### src/rtl/bfp_pkg.sv
package bfp_pkg;
  typedef logic [1:0] grow_t;
  localparam grow_t GROW_NONE = 2'd0;
  localparam grow_t GROW_ONE  = 2'd1;
  localparam grow_t GROW_TWO  = 2'd2;
endpackage

### src/rtl/bfp_classify.sv
module bfp_classify
  import bfp_pkg::*;
#(
  parameter int IN_W = 18
) (
  input  logic [IN_W-1:0] data_i,
  output grow_t           grow_o
);
  logic [2:0] head;
  assign head = data_i[IN_W-1 -: 3];

  always_comb begin
    unique case (head)
      3'b000, 3'b111: grow_o = GROW_NONE;
      3'b001, 3'b110: grow_o = GROW_ONE;
      default:        grow_o = GROW_TWO;
    endcase
  end
endmodule

### src/rtl/bfp_tracker.sv
module bfp_tracker
  import bfp_pkg::*;
#(
  parameter int EXP_W = 5
) (
  input  logic             clk,
  input  logic             rst,
  input  logic             frame_start_i,
  input  logic             stage_end_i,
  input  logic             valid_i,
  input  grow_t            grow_i,
  output grow_t            shift_o,
  output logic [EXP_W-1:0] exponent_o
);
  grow_t run_max, cand, decision;

  assign cand     = valid_i ? grow_i : GROW_NONE;
  assign decision = (cand > run_max) ? cand : run_max;

  always_ff @(posedge clk) begin
    if (rst || frame_start_i) begin
      run_max    <= GROW_NONE;
      shift_o    <= GROW_NONE;
      exponent_o <= '0;
    end else if (stage_end_i) begin
      run_max    <= GROW_NONE;
      shift_o    <= decision;
      exponent_o <= exponent_o + EXP_W'(decision);
    end else begin
      run_max <= decision;
    end
  end

  AST_SHIFT_RANGE: assert property (@(posedge clk) disable iff (rst)
    shift_o != 2'd3);
  AST_EXP_ACCUM: assert property (@(posedge clk) disable iff (rst)
    (stage_end_i && !frame_start_i) |=> exponent_o == $past(exponent_o) + EXP_W'(shift_o));
  AST_EXP_HOLD: assert property (@(posedge clk) disable iff (rst)
    (!stage_end_i && !frame_start_i) |=> ($stable(exponent_o) && $stable(shift_o)));
  AST_FRAME_CLEAR: assert property (@(posedge clk) disable iff (rst)
    frame_start_i |=> (exponent_o == '0 && shift_o == GROW_NONE));
  AST_MAX_HOLD: assert property (@(posedge clk) disable iff (rst)
    (!stage_end_i && !frame_start_i) |=> run_max >= $past(run_max));
endmodule

### src/rtl/bfp_shifter.sv
module bfp_shifter
  import bfp_pkg::*;
#(
  parameter int IN_W  = 18,
  parameter int OUT_W = 16
) (
  input  logic             clk,
  input  logic             rst,
  input  logic             valid_i,
  input  logic [IN_W-1:0]  data_i,
  input  grow_t            shift_i,
  output logic             valid_o,
  output logic [OUT_W-1:0] data_o
);
  logic signed [IN_W-1:0] sdata, shifted;
  assign sdata   = data_i;
  assign shifted = sdata >>> shift_i;

  always_ff @(posedge clk) begin
    if (rst) begin
      valid_o <= 1'b0;
      data_o  <= '0;
    end else begin
      valid_o <= valid_i;
      if (valid_i) data_o <= shifted[OUT_W-1:0];
    end
  end

  AST_VALID_DELAY: assert property (@(posedge clk) disable iff (rst)
    valid_i |=> valid_o);
  AST_DATA_HOLD: assert property (@(posedge clk) disable iff (rst)
    !valid_i |=> $stable(data_o));
endmodule

### src/rtl/bfp_scaler.sv
module bfp_scaler
  import bfp_pkg::*;
#(
  parameter int IN_W  = 18,
  parameter int OUT_W = 16,
  parameter int EXP_W = 5
) (
  input  logic             clk,
  input  logic             rst,
  input  logic             frame_start_i,
  input  logic             stage_end_i,
  input  logic             in_valid_i,
  input  logic [IN_W-1:0]  in_data_i,
  output logic             out_valid_o,
  output logic [OUT_W-1:0] out_data_o,
  output logic [1:0]       shift_o,
  output logic [EXP_W-1:0] exponent_o
);
  grow_t grow, cur_shift;

  bfp_classify #(.IN_W(IN_W)) u_cls (
    .data_i (in_data_i),
    .grow_o (grow)
  );

  bfp_tracker #(.EXP_W(EXP_W)) u_trk (
    .clk           (clk),
    .rst           (rst),
    .frame_start_i (frame_start_i),
    .stage_end_i   (stage_end_i),
    .valid_i       (in_valid_i),
    .grow_i        (grow),
    .shift_o       (cur_shift),
    .exponent_o    (exponent_o)
  );

  bfp_shifter #(.IN_W(IN_W), .OUT_W(OUT_W)) u_shf (
    .clk     (clk),
    .rst     (rst),
    .valid_i (in_valid_i),
    .data_i  (in_data_i),
    .shift_i (cur_shift),
    .valid_o (out_valid_o),
    .data_o  (out_data_o)
  );

  assign shift_o = cur_shift;

  AST_RESET_CLEAR: assert property (@(posedge clk)
    rst |=> (!out_valid_o && exponent_o == '0 && shift_o == 2'd0));
endmodule

### config.mk
export PLATFORM = sky130hd
export DESIGN_NAME = bfp_scaler
export DESIGN_NICKNAME = d
export VERILOG_FILES = /design/src/rtl/bfp_pkg.sv /design/src/rtl/bfp_classify.sv /design/src/rtl/bfp_tracker.sv /design/src/rtl/bfp_shifter.sv /design/src/rtl/bfp_scaler.sv
export SDC_FILE = /design/constraint.sdc
export NUM_CORES = 1
export LEC_CHECK = 0
export BUFFER_PORTS_ARGS = -buffer_cell sky130_fd_sc_hd__buf_2
export CAP_MARGIN = 20
export CORE_MARGIN = 4
export CORE_UTILIZATION = 50
export CTS_CLUSTER_SIZE = 20
export DETAILED_ROUTE_END_ITERATION = 6
export PLACE_DENSITY = 0.85
export REMOVE_ABC_BUFFERS = 1
export SLEW_MARGIN = 25
export SYNTH_ARGS = -nofsm -noshare
export SYNTH_HDL_FRONTEND = slang
export SYNTH_HIERARCHICAL = 1
export SYNTH_SLANG_ARGS = --single-unit
export TNS_END_PERCENT = 10
### constraint.sdc
create_clock -name clk -period 4.7 [get_ports clk]
set_input_delay 0.47 -clock clk [delete_from_list [all_inputs] [get_ports clk]]
set_output_delay 0.47 -clock clk [all_outputs]
set_load 0.01 [all_outputs]
-- Yosys cells after proc, flatten, opt, wreduce, memory -nomap -nowiden
Cells that the tools add are included.
W data, S select, Z words.
- add/subtract/negate cells: 1
- order comparisons: 1
- eq/ne operators: 3
- shift operators: 1
- muxes and demuxes: 3
- reduce and logical (&&, ||, !) cells: 5
- operators with widths (kind ; count):
    $sshr A18 B2 Y16 ; 1
    $eq A3 B3 Y1 const B ; 2
    $reduce_or A2 Y1 ; 3
    $add A5 B2 Y5 ; 1
    $mux W2 ; 2
    $pmux W2 S2 ; 1
    $eq A3 B1 Y1 const B ; 1
    $logic_not A3 Y1 ; 1
    $gt A2 B2 Y1 ; 1
    $logic_or A1 B1 Y1 ; 1
- register bits: 26
- bits of input ports: 23
- output and inout bits: 24
- logic and storage cells: 19

-- Depth between registers and ports, before layout
Gate-level depths: netlist of run 1.
- word-level depth: 7
- mapped depth: 12
- depth with buffers taken out: 12

-- Hierarchy
Netlist of run 1, hierarchy kept.
- modules (own cells, without submodules) (module ; times used ; cells an instance ; area each (µm²) ; sequential area each (µm²)):
    bfp_shifter ; 1 ; 76 ; 1026.0 ; 340.3
    bfp_tracker ; 1 ; 49 ; 471.7 ; 180.2
    bfp_classify ; 1 ; 4 ; 31.3 ; 0.0

-- Worst setup path before layout of run 1
Ideal clock, no wire load.
- kind: input-to-reg
- start: in in_data_i[16]
- end: reg u_trk.exponent_o[4]
- setup time: 0.117 ns
- data arrival time: 2.245 ns
- data required time: 4.583 ns
- setup slack: 2.338 ns
- cell stages on the path: 12
- path buffers: 0
- cell sequence: nand2b_1 -> o22ai_2 -> nand2_1 -> ha_1 -> nand2b_4 -> a21bo_1 -> nand2_1 -> ha_1 -> fa_1 -> nand4_1 -> xor2_1 -> nor2_1
- word-level cells in the longest chain between the ends: 7
- elaborated cells between the ends (all ways): 11
- those cells by class: add/sub (1); order compare (1); eq/ne (3); mux (3); reduce/logical (3)
- ends and longest elaborated chain (what ; line ; RTL):
    start: declaration ; bfp_scaler.sv:13 ; input logic [IN_W-1:0] in_data_i,
    $eq A3 B1 Y1 (tied with other cells) ; bfp_classify.sv:13 ; unique case (head)
    $reduce_or A2 Y1 ; bfp_classify.sv:13 ;
    $pmux W2 S2 (*) ; bfp_classify.sv:13 ;
    named net grow[0] ; bfp_scaler.sv:19 ; grow_t grow, cur_shift;
    $mux W2 (*) ; bfp_tracker.sv:17 ; assign cand = valid_i ? grow_i : GROW_NONE;
    $gt A2 B2 Y1 ; bfp_tracker.sv:18 ; assign decision = (cand > run_max) ? cand : run_max;
    $mux W2 (*) ; bfp_tracker.sv:18 ;
    named net u_trk.decision[0] ; bfp_tracker.sv:15 ; grow_t run_max, cand, decision;
    $add A5 B2 Y5 (*) ; bfp_tracker.sv:28 ; exponent_o <= exponent_o + EXP_W'(decision);
    end signal: assignment ; bfp_tracker.sv:28 ;
    end: declaration ; bfp_tracker.sv:13 ; output logic [EXP_W-1:0] exponent_o
The timed path passes the listed nets; every way through them passes the cells marked *.
A chain may end at the register's enable or synchronous reset.

-- Worst setup path after layout of run 1
- start: in in_valid_i
- end: reg u_trk.exponent_o[4]
- word-level cells in the longest chain between the ends: 4
- ends and longest elaborated chain (what ; line ; RTL):
    start: declaration ; bfp_scaler.sv:12 ; input logic in_valid_i,
    $mux W2 (*) ; bfp_tracker.sv:17 ;
    $gt A2 B2 Y1 ; bfp_tracker.sv:18 ;
    $mux W2 (*) ; bfp_tracker.sv:18 ;
    named net u_trk.decision[0] ; bfp_tracker.sv:15 ;
    $add A5 B2 Y5 (*) ; bfp_tracker.sv:28 ;
Marked as above.

==> results of run 1 <==
[cells by family (layout without fill, tap and decap cells)]
kind of cell | Yosys count | in the layout | synth area share [%]
AOI/OAI and AO/OA | 11 | 11 | 5.73
xor gates and xnor gates | 3 | 3 | 1.72
adders and majority gates | 6 | 6 | 5.40
buffers and inverters | 13 | 53 | 5.56
DFF | 26 | 26 | 34.0
muxes | 33 | 33 | 36.4
and+or+nand+nor | 37 | 37 | 11.1
[stage by stage]
stage | instance area (um2) | worst slack (ns)
global placement | 1720 | 1.95
finish | 1760 | 2.15
CTS | 1760 | 2.15
detailed placement | 1720 | 1.80
floorplan | 1460 | 2.33
global route | 1760 | 1.97
[state kept, by name, summed over array words and instances (netlist names)]
signal,count
u_trk/exponent_o,5
u_shf/data_o,16
u_shf/valid_o,1
u_trk/run_max,2
u_trk/shift_o,2
[layout make-up]
class / instances / area share [%]
Multi-Input combinational cell: 90 / 52.5
Tap cell: 31 / 2.20
Inverter: 3 / 0.640
Sequential cell: 26 / 29.6
Clock buffer: 4 / 2.06
Timing Repair Buffer: 46 / 13.1
[power breakdown]
part / switching [mW] / total, mW / internal (mW)
sequential: 0.00908 / 0.241 / 0.232
combinational: 0.0425 / 0.0892 / 0.0468
clock: 0.0623 / 0.110 / 0.0473
[final timing paths]
path / to / slack (ns) / depth (start not counted) / from
hold reg to reg: u_shf/data_o[15] / 0.50 / 2 / u_shf/data_o[15]
setup / recovery: u_trk/exponent_o[4] / 2.15 / 11 / in_valid_i
hold / removal: u_trk/run_max[0] / 0.49 / 2 / stage_end_i
setup reg to reg: u_trk/exponent_o[4] / 2.52 / 10 / u_trk/run_max[1]
[per-layer routing]
layer / GRT usage [%] / wire [um] / up-vias
met5: 0 / 0 / -
li1: - / - / 556
met4: 3.23 / 12 / 0
met3: 3.37 / 176 / 2
met2: 26.6 / 1500 / 30
met1: 18.5 / 1340 / 553
[critical path, cell delays in order]
cell,delay (ns)
buf_2,0.43
nand2_1,0.15
ha_1,0.32
o21bai_1,0.20
a21bo_1,0.18
nand2_1,0.07
ha_1,0.21
fa_1,0.39
nand4_1,0.13
xor2_1,0.16
nor2_1,0.05
[cell usage in the layout, fill, tap and decap left out, types with 2 or more instances in the layout]
cell type  count
nand4_1        2
ha_1           5
clkbuf_4       3
mux4_2         5
nor2_1        21
a21oi_1        3
inv_1          3
dfxtp_1       26
a211oi_1       2
nand2b_1       3
mux2i_1       17
xor2_1         3
mux4_1        10
nand2_1        6
buf_2         46
==> flow_metrics.py, run 1 <==
metrics = {
    "clocking": {
        "clockRootBuffer": "clkbuf_4",
        "cts.path.max_buffers": 2,
        "numCtsBuffers": 3,
        "cts_setup_buffers": 0,
        "ctsResizeCount": 0,
        "cts_tree": "done",
        "cts.clk_slew.worst_paths_ns": 0.14,
        "clock-sinks": 26,
        "clock_latency_ns": 0.31,
        "cts_max_level": 1,
        "cts.hold.buffers_added": 0,
    },
    "power_and_ir_drop": {
        "p_per_area_mw_per_mm2": 250,
        "power_uw": 440,
        "ir_drop_mv": 0.101,
        "p_leak_nw": 0.822,
    },
    "detailed_routing": {
        "postRouteAntennaNets": 0,
        "first_iter_violations": 62,
        "vias": 1141,
        "drc": 0,
        "dr.pass1.iters": 4,
        "wl_um": 3030,
        "post_drt_wl_per_cell_um": 15.1,
        "via_per_inst": 5.71,
    },
    "finish": {
        "postLayoutCoreUtil_pct": 62.2,
        "multi_input_area_um2": 923,
        "drive_gt1_share_pct": 34.9,
        "area_delta_synth_final_pct": 15.1,
        "nets": 199,
        "fillers": 234,
        "layout.cells.non_filler": 200,
        "register_area_um2": 520,
        "n_antenna_cell": 0,
    },
    "synthesis": {
        "yosysMostFrequentCell": "dfxtp_1",
        "synthCells": 129,
        "synth.top_cell.area_share_pct": 34.0,
        "async_reset_ff_share_pct": 0,
        "yosysSeqAreaShare_pct": 34.0,
        "ys_seq_elements": 26,
        "ys_top_cells_by_area": "dfxtp_1 34%, mux4_1 17%, mux2i_1 11%",
        "yosysUniqueCellTypes": 32,
        "ys_dominant_reg_cell": "dfxtp_1",
        "synth.avg_cell_area_um2": 11.9,
        "synth-edff-count": 0,
        "yosys_warnings": 6,
        "synth_commonest_cells": "26 x dfxtp_1, 21 x nor2_1, 17 x mux2i_1",
        "syn_area_mm2": 0.00153,
        "synth_top_area_cell": "dfxtp_1",
    },
    "hold_path": {
        "hold_class": "in -> reg",
    },
    "sta": {
        "finalHoldViolCount": 0,
        "slew_headroom_pct": 43.9,
        "post-route-period-util_pct": 54.3,
        "tightest_slew_ns": 0.840,
        "hold_ws_ns": 0.487,
        "period_minus_slack_ns": 2.55,
        "slew_violations": 0,
        "rsz0062_at_grt": "false",
        "clock_skew_ns": 0.00403,
        "setup_tns_ns": 0,
        "fmax_mhz": 392,
        "setup_viol": 0,
    },
    "setup_path": {
        "crit_type": "in -> reg",
        "cp_data_arrival_time_ns": 2.76,
        "end_kind": "register",
        "crit_path_start_kind": "input pin",
        "path_max_fanout": 21,
        "required_ns": 4.91,
    },
    "placed_design": {
        "port_buffers": 46,
        "gp_congestion": 0.780,
        "dp.cells": 196,
        "dpl.hpwl_um": 2300,
    },
    "die": {
        "dieArea_mm2": 0.00401,
        "rows": 19,
        "boundaryPins": 47,
        "fp.dieW_um": 63.3,
        "die_y_um": 63.3,
        "initial_core_util_pct": 54.0,
        "core_area_mm2": 0.00283,
    },
    "global_routing": {
        "grt_pass1_wl_um": 5020,
        "grt_usage_pct": 15.0,
        "grt_max_degree": 22,
        "antenna_found_initial": 0,
        "grt_pass1_vias": 1154,
        "overflow": 0,
    },
    "run_status": {
        "outcome": "complete, no violations",
    },
    "job": {
        "max_cap_viol_count": 0,
    },
}
Power figures use the tool's default switching activity.
==> run 2, diff against run 1 <==
CORE_UTILIZATION = 46   (was 50)
PLACE_DENSITY = 0.83   (was 0.85)
clock period = 2.2 ns   (was 4.7 ns; I/O delays follow)
==> flow_metrics.py, run 2 (synthesis results as in run 1) <==
metrics = {
    "finish": {
        "layout.cells.non_filler": 224,
        "reg.largest.list": "u_shf/data_o: 16 flops, u_trk/exponent_o: 5 flops",
        "mostFrequentLayoutCells": "46 x buf_2, 25 x dfxtp_1, 21 x nor2_1, 17 x mux2i_1, 11 x buf_4",
        "register_area_um2": 522,
        "fillers": 260,
        "mostFrequentLayoutCell": "buf_2",
        "multi_input_area_um2": 941,
        "n_antenna_cell": 0,
        "area_delta_synth_final_pct": 22.8,
        "largest_reg_flops": 16,
        "largest_register": "u_shf/data_o",
        "nets": 210,
        "drive_gt1_share_pct": 41.1,
    },
    "detailed_routing": {
        "dr.pass1.iters": 4,
        "first_iter_violations": 127,
        "vias": 1231,
        "post_drt_wl_per_cell_um": 15.7,
        "drc": 0,
        "via_per_inst": 5.50,
        "postRouteAntennaNets": 0,
        "wl_um": 3510,
    },
    "global_routing": {
        "overflow": 0,
        "antenna_found_initial": 0,
        "grt_usage_pct": 16.6,
        "grt_pass1_wl_um": 5530,
        "grt_pass1_vias": 1235,
        "grt_max_degree": 20,
    },
    "setup_path": {
        "path_max_fanout": 2,
        "end_kind": "register",
        "crit_type": "reg -> reg",
        "crit_path_start_kind": "register",
        "required_ns": 2.42,
        "cp_data_arrival_time_ns": 2.27,
    },
    "placed_design": {
        "port_buffers": 46,
        "dpl.hpwl_um": 2630,
        "gp_congestion": 0.741,
        "dp.cells": 219,
    },
    "power_and_ir_drop": {
        "combPwrFrac_pct": 22.2,
        "ir_drop_mv": 0.232,
        "swShare_pct": 27.2,
        "p_switching_uw": 264,
        "p_leak_nw": 0.872,
        "seqPwrFrac_pct": 52.4,
        "p_int_uw": 708,
        "p_clk_share_pct": 25.4,
        "power_uw": 972,
        "p_per_area_mw_per_mm2": 518,
    },
    "sta": {
        "slew_headroom_pct": 78.1,
        "tightest_slew_ns": 0.329,
        "setup_viol": 0,
        "finalHoldViolCount": 0,
        "post-route-period-util_pct": 93.3,
        "clock_skew_ns": 0.0124,
        "slew_violations": 0,
        "hold_ws_ns": 0.206,
        "fmax_mhz": 487,
        "period_minus_slack_ns": 2.05,
        "setup_tns_ns": 0,
    },
    "hold_path": {
        "hold_class": "in -> reg",
    },
    "clocking": {
        "clockRootBuffer": "clkbuf_4",
        "clock_latency_ns": 0.32,
        "cts.path.max_buffers": 2,
        "cts.hold.buffers_added": 0,
        "cts_tree": "done",
        "numCtsBuffers": 3,
        "clock-sinks": 26,
        "cts_max_level": 1,
        "cts.clk_slew.worst_paths_ns": 0.15,
    },
    "die": {
        "die_y_um": 65.7,
        "dieArea_mm2": 0.00431,
        "core_area_mm2": 0.00313,
        "fp.dieW_um": 65.7,
        "rows": 20,
        "initial_core_util_pct": 48.9,
        "boundaryPins": 47,
    },
    "job": {
        "max_cap_viol_count": 0,
    },
    "run_status": {
        "outcome": "complete, no violations",
    },
}
-- run 2: power by group through the flow --
stage | Sequential (mW) | Combinational [mW] | Clock (mW)
global route | 0.514 | 0.237 | 0.284
global placement | 0.518 | 0.201 | 0
CTS | 0.509 | 0.212 | 0.254
finish | 0.509 | 0.216 | 0.247
floorplan | 0.535 | 0.0971 | 0
detailed placement | 0.519 | 0.211 | 0
-- run 2: critical path, cell delays in order, from the launching register on --
cell and delay [ns]:
dfxtp_2 0.34, inv_1 0.11, ha_4 0.22, o21bai_1 0.18, a21bo_1 0.16, nand2_1 0.07, ha_2 0.19, fa_2 0.34
nand4_1 0.11, xor2_1 0.15, nor2_1 0.07
-- run 2: final cells by class --
type	instances	area share (%)
Sequential cell	26	27.8
Inverter	3	0.600
Multi-Input combinational cell	90	50.1
Tap cell	44	2.93
Clock buffer	4	1.93
Timing Repair Buffer	57	16.7
-- run 2: what timing repair did --
item	in CTS	in global routing
endpoints found under the hold margin	0	0
resized for setup	0	4
endpoints found under the setup margin	0	3
buffers inserted	0	1
-- run 2: per-stage QoR --
stage               setup slack (ns)  utilization (%)  area, um2
global route                -0.00650             60.0       1880
global placement             -0.0847             58.0       1820
finish                         0.148             60.0       1880
detailed placement            -0.193             58.0       1820
CTS                          0.00618             59.2       1850
floorplan                     0.0807                -       1460
-- run 2: metal layers --
metal	vias to the layer above	GRT usage, %	wire length [um]
met5	-	0	0
met4	0	6.74	32
met3	4	3.76	234
met2	51	28.0	1780
met1	597	20.3	1460
li1	579	-	-
-- run 2: worst paths after layout --
check	from	endpoint	slack (ns)	cells past startpoint
worst min-delay path	stage_end_i	u_trk/run_max[1]	0.21	2
worst min register to register	u_shf/data_o[15]	u_shf/data_o[15]	0.48	2
worst max register to register	u_trk/run_max[1]	u_trk/exponent_o[4]	0.15	10
worst max-delay path	u_trk/run_max[1]	u_trk/exponent_o[4]	0.15	10
==> run 3, diff against run 2 <==
SETUP_SLACK_MARGIN = 0.3   (was not set)
SLEW_MARGIN = not set   (was 25)
==> flow_metrics.py, run 3 (synthesis results as in run 1) <==
metrics = {
    "clocking": {
        "clockRootBuffer": "clkbuf_4",
        "cts.hold.buffers_added": 0,
        "cts.path.max_buffers": 2,
        "clock-sinks": 26,
        "cts_tree": "done",
        "numCtsBuffers": 3,
        "cts.clk_slew.worst_paths_ns": 0.15,
        "clock_latency_ns": 0.32,
        "cts_max_level": 1,
    },
    "power_and_ir_drop": {
        "ir_drop_mv": 0.232,
        "p_per_area_mw_per_mm2": 511,
        "power_uw": 976,
        "p_leak_nw": 0.876,
    },
    "setup_path": {
        "crit_type": "in -> reg",
        "required_ns": 2.42,
        "path_max_fanout": 4,
        "crit_path_start_kind": "input pin",
        "cp_data_arrival_time_ns": 2.16,
        "end_kind": "register",
    },
    "global_routing": {
        "grt_max_degree": 20,
        "antenna_found_initial": 0,
        "grt_usage_pct": 16.8,
        "overflow": 0,
        "grt_pass1_vias": 1232,
        "grt_pass1_wl_um": 5640,
    },
    "finish": {
        "mostFrequentLayoutCells": "46 x buf_2, 25 x dfxtp_1, 21 x nor2_1, 17 x mux2i_1, 12 x buf_4",
        "area_delta_synth_final_pct": 24.9,
        "nets": 211,
        "reg.largest.list": "u_shf/data_o: 16 flops, u_trk/exponent_o: 5 flops",
        "n_antenna_cell": 0,
        "largest_register": "u_shf/data_o",
        "mostFrequentLayoutCell": "buf_2",
        "largest_reg_flops": 16,
        "drive_gt1_share_pct": 43.1,
        "finalInstanceArea_mm2": 0.00191,
    },
    "detailed_routing": {
        "postRouteAntennaNets": 0,
        "via_per_inst": 5.44,
        "vias": 1225,
        "post_drt_wl_per_cell_um": 15.6,
        "drc": 0,
        "first_iter_violations": 111,
        "dr.pass1.iters": 4,
        "wl_um": 3520,
    },
    "placed_design": {
        "gp_congestion": 0.741,
        "place_ws_ns": -0.193,
        "dpl.hpwl_um": 2630,
        "port_buffers": 46,
        "dpl-instance-area_mm2": 0.00182,
    },
    "die": {
        "rows": 20,
        "die_y_um": 65.7,
        "fp.dieW_um": 65.7,
        "core_area_mm2": 0.00313,
        "initial_core_util_pct": 48.9,
        "dieArea_mm2": 0.00431,
        "boundaryPins": 47,
    },
    "job": {
        "max_cap_viol_count": 0,
    },
    "sta": {
        "hold_ws_ns": 0.212,
        "fmax_mhz": 515,
        "period_minus_slack_ns": 1.94,
        "setup_slack_ns": 0.259,
        "slew_violations": 0,
        "slew_headroom_pct": 77.2,
        "post-route-period-util_pct": 88.2,
        "clock_skew_ns": 0.0101,
        "tightest_slew_ns": 0.342,
        "rsz0062_at_grt": "true",
        "setup_viol": 0,
        "finalHoldViolCount": 0,
    },
    "hold_path": {
        "hold_class": "in -> reg",
    },
    "run_status": {
        "outcome": "complete, no violations",
    },
}
## run 3: cell types whose count changed in the layout (fill, tap and decap cells not counted), sizes merged
cell	previous run	this run
buf	57	58
## run 3: cell type report
class,instances,area (um2)
flip-flops and latches,26,522
inverters,3,11.3
multi-input cells,90,965
repair buffers,58,320
clock buffers,4,36.3
fillers,254,1220
well taps,44,55.1
## run 3: what timing repair did
item / 4_1_cts / 5_1_grt
endpoints found under the hold margin: 0 / 0
pin swaps: 5 / 3
endpoints found under the setup margin: 4 / 4
gates resized for setup: 6 / 2
buffers inserted: 2 / 0
## run 3: final timing paths
path                     from             endpoint  depth (start not counted)  slack [ns]
min               stage_end_i     u_trk/run_max[1]                          2        0.21
max             in_data_i[16]  u_trk/exponent_o[4]                         13        0.26
min reg2reg  u_shf/data_o[15]     u_shf/data_o[15]                          2        0.48
max reg2reg  u_trk/run_max[1]  u_trk/exponent_o[4]                         10        0.26
## run 3: report_power, final
group | switching (mW) | internal [mW] | total, mW
clock | 0.145 | 0.101 | 0.246
combinational | 0.106 | 0.115 | 0.221
sequential | 0.0136 | 0.496 | 0.509
total | 0.264 | 0.712 | 0.976
## run 3: metrics by stage
stage	cells	TNS, ns	util (%)
2_1_floorplan	119	0	-
6_report	225	0	61.0
4_1_cts	225	0	60.6
3_3_place_gp	219	-0.181	58.0
5_1_grt	225	0	61.0
3_5_place_dp	219	-0.478	58.0
## run 3: critical path, cell delays in order
cell and delay, ns:
buf_2 0.12, nand2b_1 0.15, o22ai_2 0.17, nand2_1 0.08, ha_1 0.31, nand2b_4 0.08, a21bo_1 0.13, nand2_2 0.08
ha_4 0.16, fa_2 0.34, nand4_1 0.11, xor2_1 0.14, nor2_1 0.07
## run 3: metal layers
layer  vias to the layer above  wire length [um]  share of wire [%]  global-route usage [%]
met2                        44              1800                 51                    30.0
li1                        581                 -                  -                       -
met3                         4               216                6.1                    3.25
met4                         0                30               0.85                    4.40
met1                       596              1470                 42                    20.3
met5                         -                 0                  0                       0
